[src/rtl/oep_pkg.sv]
package oep_pkg;

    typedef enum logic {
        RX_IDLE = 1'b0,
        RX_BUSY = 1'b1
    } rx_state_e;

    typedef struct packed {
        logic valid;
        logic ack;
    } hs_t;

    // handshake decision for one token
    function automatic hs_t hs_decide(logic tok, logic busy, logic flag, logic room);
        hs_t r;
        r.valid = tok;
        r.ack   = tok && !busy && !flag && room;
        return r;
    endfunction

endpackage

[src/rtl/oep_gate.sv]
module oep_gate
    import oep_pkg::*;
#(
    parameter int DEPTH  = 64,
    parameter int MAXPKT = 64,
    localparam int AW = $clog2(DEPTH),
    localparam int PW = AW + 1,
    localparam int CW = $clog2(MAXPKT + 1)
) (
    input  logic          clk,
    input  logic          rst,
    input  logic          tok_out,
    input  logic          pk_wr,
    input  logic          pk_end,
    input  logic          pk_good,
    input  logic          cpu_rd,
    input  logic          flag,
    output hs_t           hs,
    output logic          wr_en,
    output logic [AW-1:0] waddr,
    output logic [AW-1:0] raddr,
    output logic          rd_take,
    output logic          rx_busy,
    output logic          good_end,
    output logic [CW-1:0] len_next,
    output logic [PW-1:0] level,
    output logic          empty
);

    rx_state_e     st;
    logic [PW-1:0] wptr, cptr, rptr, free, wnext;
    logic [CW-1:0] len;
    logic          room, bad_end;
    hs_t           hs_next;

    always_comb begin
        rx_busy  = (st == RX_BUSY);
        level    = wptr - rptr;
        free     = PW'(DEPTH) - level;
        room     = (free >= PW'(MAXPKT));
        hs_next  = hs_decide(tok_out, rx_busy, flag, room);
        wr_en    = rx_busy && pk_wr && (len < CW'(MAXPKT));
        wnext    = wptr + PW'(wr_en);
        len_next = len + CW'(wr_en);
        good_end = rx_busy && pk_end && pk_good;
        bad_end  = rx_busy && pk_end && !pk_good;
        empty    = (rptr == cptr);
        rd_take  = cpu_rd && !empty;
        waddr    = wptr[AW-1:0];
        raddr    = rptr[AW-1:0];
    end

    always_ff @(posedge clk) begin
        if (rst) begin
            st   <= RX_IDLE;
            hs   <= '0;
            wptr <= '0;
            cptr <= '0;
            rptr <= '0;
            len  <= '0;
        end else begin
            hs <= hs_next;
            if (rd_take) rptr <= rptr + PW'(1);
            unique case (st)
                RX_IDLE: begin
                    if (hs_next.ack) begin
                        st  <= RX_BUSY;
                        len <= '0;
                    end
                end
                RX_BUSY: begin
                    wptr <= wnext;
                    len  <= len_next;
                    if (good_end) begin
                        cptr <= wnext;
                        st   <= RX_IDLE;
                    end else if (bad_end) begin
                        wptr <= cptr;
                        st   <= RX_IDLE;
                    end
                end
                default: st <= RX_IDLE;
            endcase
        end
    end

endmodule

[src/rtl/oep_store.sv]
module oep_store #(
    parameter int DEPTH = 64,
    localparam int AW = $clog2(DEPTH)
) (
    input  logic          clk,
    input  logic          rst,
    input  logic          wr_en,
    input  logic [AW-1:0] waddr,
    input  logic [7:0]    wdata,
    input  logic          cpu_rd,
    input  logic          rd_take,
    input  logic [AW-1:0] raddr,
    output logic [7:0]    rdata
);

    logic [7:0] mem [DEPTH];

    always_ff @(posedge clk) begin
        if (wr_en) mem[waddr] <= wdata;
    end

    always_ff @(posedge clk) begin
        if (rst)         rdata <= '0;
        else if (cpu_rd) rdata <= rd_take ? mem[raddr] : 8'h00;
    end

endmodule

[src/rtl/oep_stat.sv]
module oep_stat #(
    parameter int MAXPKT = 64,
    localparam int CW = $clog2(MAXPKT + 1)
) (
    input  logic          clk,
    input  logic          rst,
    input  logic          good_end,
    input  logic [CW-1:0] len_next,
    input  logic          cpu_clr,
    input  logic          irq_en,
    output logic          flag,
    output logic [CW-1:0] count,
    output logic          irq
);

    always_ff @(posedge clk) begin
        if (rst) begin
            flag  <= 1'b0;
            count <= '0;
        end else begin
            flag <= (flag && !cpu_clr) || good_end;
            if (good_end) count <= len_next;
        end
    end

    assign irq = flag && irq_en;

endmodule

[src/rtl/usb_out_rx_fifo.sv]
module usb_out_rx_fifo
    import oep_pkg::*;
#(
    parameter int DEPTH  = 64,
    parameter int MAXPKT = 64,
    localparam int AW = $clog2(DEPTH),
    localparam int PW = AW + 1,
    localparam int CW = $clog2(MAXPKT + 1)
) (
    input  logic          clk,
    input  logic          rst,
    input  logic          tok_out,
    input  logic          pk_wr,
    input  logic [7:0]    pk_data,
    input  logic          pk_end,
    input  logic          pk_good,
    output logic          resp_valid,
    output logic          resp_ack,
    input  logic          cpu_rd,
    output logic [7:0]    cpu_rdata,
    input  logic          cpu_clr,
    input  logic          irq_en,
    output logic          pkt_flag,
    output logic          irq,
    output logic [CW-1:0] cpu_count
);

    hs_t           hs;
    logic          wr_en, rd_take, rx_busy, good_end, rd_empty;
    logic [AW-1:0] waddr, raddr;
    logic [CW-1:0] len_next;
    logic [PW-1:0] level;

    oep_gate #(.DEPTH(DEPTH), .MAXPKT(MAXPKT)) u_gate (
        .clk(clk), .rst(rst), .tok_out(tok_out), .pk_wr(pk_wr),
        .pk_end(pk_end), .pk_good(pk_good), .cpu_rd(cpu_rd), .flag(pkt_flag),
        .hs(hs), .wr_en(wr_en), .waddr(waddr), .raddr(raddr),
        .rd_take(rd_take), .rx_busy(rx_busy), .good_end(good_end),
        .len_next(len_next), .level(level), .empty(rd_empty)
    );

    oep_store #(.DEPTH(DEPTH)) u_store (
        .clk(clk), .rst(rst), .wr_en(wr_en), .waddr(waddr), .wdata(pk_data),
        .cpu_rd(cpu_rd), .rd_take(rd_take), .raddr(raddr), .rdata(cpu_rdata)
    );

    oep_stat #(.MAXPKT(MAXPKT)) u_stat (
        .clk(clk), .rst(rst), .good_end(good_end), .len_next(len_next),
        .cpu_clr(cpu_clr), .irq_en(irq_en), .flag(pkt_flag),
        .count(cpu_count), .irq(irq)
    );

    assign resp_valid = hs.valid;
    assign resp_ack   = hs.ack;

endmodule

[config.mk]
export PLATFORM = sky130hd
export DESIGN_NAME = usb_out_rx_fifo
export DESIGN_NICKNAME = d
export VERILOG_FILES = /design/src/rtl/oep_pkg.sv /design/src/rtl/oep_gate.sv /design/src/rtl/oep_store.sv /design/src/rtl/oep_stat.sv /design/src/rtl/usb_out_rx_fifo.sv
export SDC_FILE = /design/constraint.sdc
export NUM_CORES = 1
export LEC_CHECK = 0
export BUFFER_PORTS_ARGS = -buffer_cell sky130_fd_sc_hd__buf_2
export CAP_MARGIN = 10
export CORE_AREA = 2 2 243 245
export CTS_BUF_LIST = sky130_fd_sc_hd__clkbuf_2 sky130_fd_sc_hd__clkbuf_4 sky130_fd_sc_hd__clkbuf_8
export CTS_CLUSTER_DIAMETER = 100
export DETAILED_ROUTE_END_ITERATION = 6
export DIE_AREA = 0 0 245 247
export HOLD_SLACK_MARGIN = 0.02
export PLACE_DENSITY_LB_ADDON = 0.05
export SLEW_MARGIN = 10
export SYNTH_ARGS = -nofsm -noshare
export SYNTH_HDL_FRONTEND = slang
export SYNTH_HIERARCHICAL = 1
export SYNTH_SLANG_ARGS = --single-unit
[constraint.sdc]
create_clock -name clk -period 2.75 [get_ports clk]
set_clock_uncertainty 0.1 [all_clocks]
set_input_delay 0.4125 -clock clk [delete_from_list [all_inputs] [get_ports clk]]
set_output_delay 0.4125 -clock clk [all_outputs]
set_load 0.01 [all_outputs]
==> results.ini <==
[global_routing]
grt_pass1_wl_um = 83800
grt_antenna_before_repair = 3
grt_overflow = 0
grt_usage = 0.1924
grt_pass1_vias = 12330
grt_start_max_net_pins = 65

[finish]
final_area_um2 = 26340
area_delta_synth_final_pct = 17.51
layout-drive-gt1-share = 0.3195
utilization = 0.4523
nets = 1420
stdcell_count = 2246

[detailed_routing]
via_count = 11760
postRouteAntennaNets = 0
first_pass_iters = 5
routed_wl_um = 56440
drt_iter0_markers = 884
viasPerCell = 5.235
wl_per_cell_um = 25.13
drc = 0

[placement]
port_buffers = 35
placed_cells = 2061
dp_slack_ps = -8.615
gp_congestion = 0.7926
dp_hpwl_um = 36020
placedInstanceArea_um2 = 24360

[setup_path]
r2r-start = u_gate/wptr[0]
critPathMaxFanout = 9
r2r_slack_ps = 160
reg2regPathDepth = 10
required_ps = 3210
critPathKind = flip-flop to flip-flop
startpoint_type = flip-flop
regToRegEndpoint = u_gate/len[3]
crit_path_top_delay_cell = or4b_4
cp_top_family = simple AND/OR/NAND/NOR gates
endpoint_kind = flip-flop
cpPeakStageDelay_ps = 540
worst-endpoint-arrival_ps = 3050
critPathBufInv = 2
path_cells = inv_1 > ha_1 > fa_2 > nand2b_4 > a211oi_4 > nor4_1 > or4b_4 > mux2i_4 > buf_12 > o21ai_1

[clock_tree]
cts_made_buffers = 96
clock-root-buffer = clkbuf_8
cts_buffer_depth = 3
cts.sinks = 559
clock_latency_ps = 670
path_clk_slew_ps = 60
htree_levels = 3
cts_tree = done

[timing]
slew_headroom = 0.4359
tightest_slew_ps = 846.1
fmax_mhz = 386.6
min_period_ps = 2587
setup_violations = 0
drv_slew = 0
worst_slack_ps = 163.4
finalCritPeriodShare = 0.9406
rsz0062_at_grt = false
hold_viol_final = 0

[power]
p_leak_nw = 8.455
power.density_nw_per_um2 = 727.1
seqPwrFrac = 0.489
switching_share = 0.2428
p_sw_w = 0.004650
p_clk_frac = 0.386
internal-power_w = 0.01450
ir_worst_vdd_mv = 0.3682
pwr-share-comb = 0.124

[yosys]
syn-num-nets = 1211
avgSynthCellArea_um2 = 18.97
yosys_warnings = 6
synthCells = 1182
syn-cell-area_um2 = 22420

[worst_hold_path]
worstHoldStart = rst
hold_depth = 2
min_path_type = input pin to flip-flop
hold_path_end = u_gate/hs[1]

[die]
die_y_um = 247
design.core.area_um2 = 58240
dieArea_um2 = 60520
start_util = 0.3849
rows = 89
io_pins = 36
die_w_um = 245

[run]
maxCapViolations = 0

[run_status]
status = finished, final reports clean

==> layout make-up <==
| class | count | area, um^2 |
|---|---|---|
| diodes | 2 | 5.005 |
| clock buffers | 131 | 1609 |
| clock inverters | 47 | 282.8 |
| fillers | 5106 | 31900 |
| inverters | 24 | 90.09 |
| multi-input cells | 526 | 5608 |
| flip-flops and latches | 559 | 16330 |
| well taps | 773 | 967.2 |
| repair buffers | 184 | 1454 |
==> sequential cells by signal, indices dropped and copies added, names as in the netlist <==
register / cells
u_store/mem: 512
u_store/rdata: 8
u_gate/cptr: 7
u_gate/len: 7
u_gate/rptr: 7
u_gate/wptr: 7
u_stat/count: 7
u_gate/hs: 2
u_gate/rx_busy: 1
u_stat/flag: 1
==> routing by layer <==
metal / share of wire / wire length (um) / up-vias / GRT usage
met5: 0 / 0 / - / 0
met4: 0.020 / 1107 / 0 / 0.06349
met3: 0.045 / 2530 / 68 / 0.03256
met2: 0.48 / 27090 / 268 / 0.3078
met1: 0.46 / 25710 / 6206 / 0.2685
li1: - / - / 5215 / -
==> layout by cell type (no fill, tap or decap), drive strengths merged, types with 2 or more instances in the layout <==
cell type    count
nand2b           5
diode            2
a211oi           8
o32ai            8
nand4            7
mux4           128
and2             4
clkinv          42
nand2           26
nor2           107
xor2            10
nand3b           3
nor3b            2
clkbuf         131
edfxtp         512
nor2b           10
a221oi          34
a22oi           10
nand3           11
o21ai           28
inv             24
dlygate4sd3      4
dfxtp           47
bufinv           3
mux2i           62
xnor2           17
ha              11
clkinvlp         2
nor3             5
a21oi            5
buf            180
and3             7
o31ai            2
==> repair_timing <==
| action | 4_1_cts | 5_1_grt |
|---|---|---|
| hold buffers | 4 | 0 |
| gates resized for setup | 0 | 5 |
| buffers inserted | 1 | 0 |
| endpoints found under the hold margin | 8 | 0 |
| pin swaps | 0 | 1 |
| endpoints found under the setup margin | 9 | 9 |
==> how the worst max path moves through the flow <==
stage	start	to	cells past startpoint
2_1_floorplan	u_gate/rx_busy	u_store/mem[48][0]	7
3_3_place_gp	u_gate/wptr[0]	u_gate/len[3]	9
6_report	u_gate/wptr[0]	u_gate/len[3]	10
5_1_grt	u_gate/wptr[0]	u_gate/len[4]	10
3_5_place_dp	u_gate/wptr[0]	u_gate/len[0]	9
4_1_cts	u_gate/wptr[0]	u_gate/len[5]	10
==> metrics by stage <==
step                hold WS, ps  power (W)  TNS (ps)
finish                    58.43    0.01915         0
global route              62.66    0.01996         0
CTS                       21.23    0.01942         0
detailed placement        352.0    0.01186    -42.15
global placement          341.3    0.01185         0
floorplan                 332.1    0.01103         0
==> power by group through the flow <==
stage | Sequential [W] | Combinational (W) | Clock, W
after detailed placement | 0.00955 | 0.00231 | 0
after CTS | 0.00937 | 0.00239 | 0.00765
after global placement | 0.00955 | 0.00230 | 0
final | 0.00937 | 0.00238 | 0.00740
after floorplan | 0.00955 | 0.00148 | 0
after global routing | 0.00937 | 0.00258 | 0.00801
No activity file was read; power rests on OpenSTA's default activity.
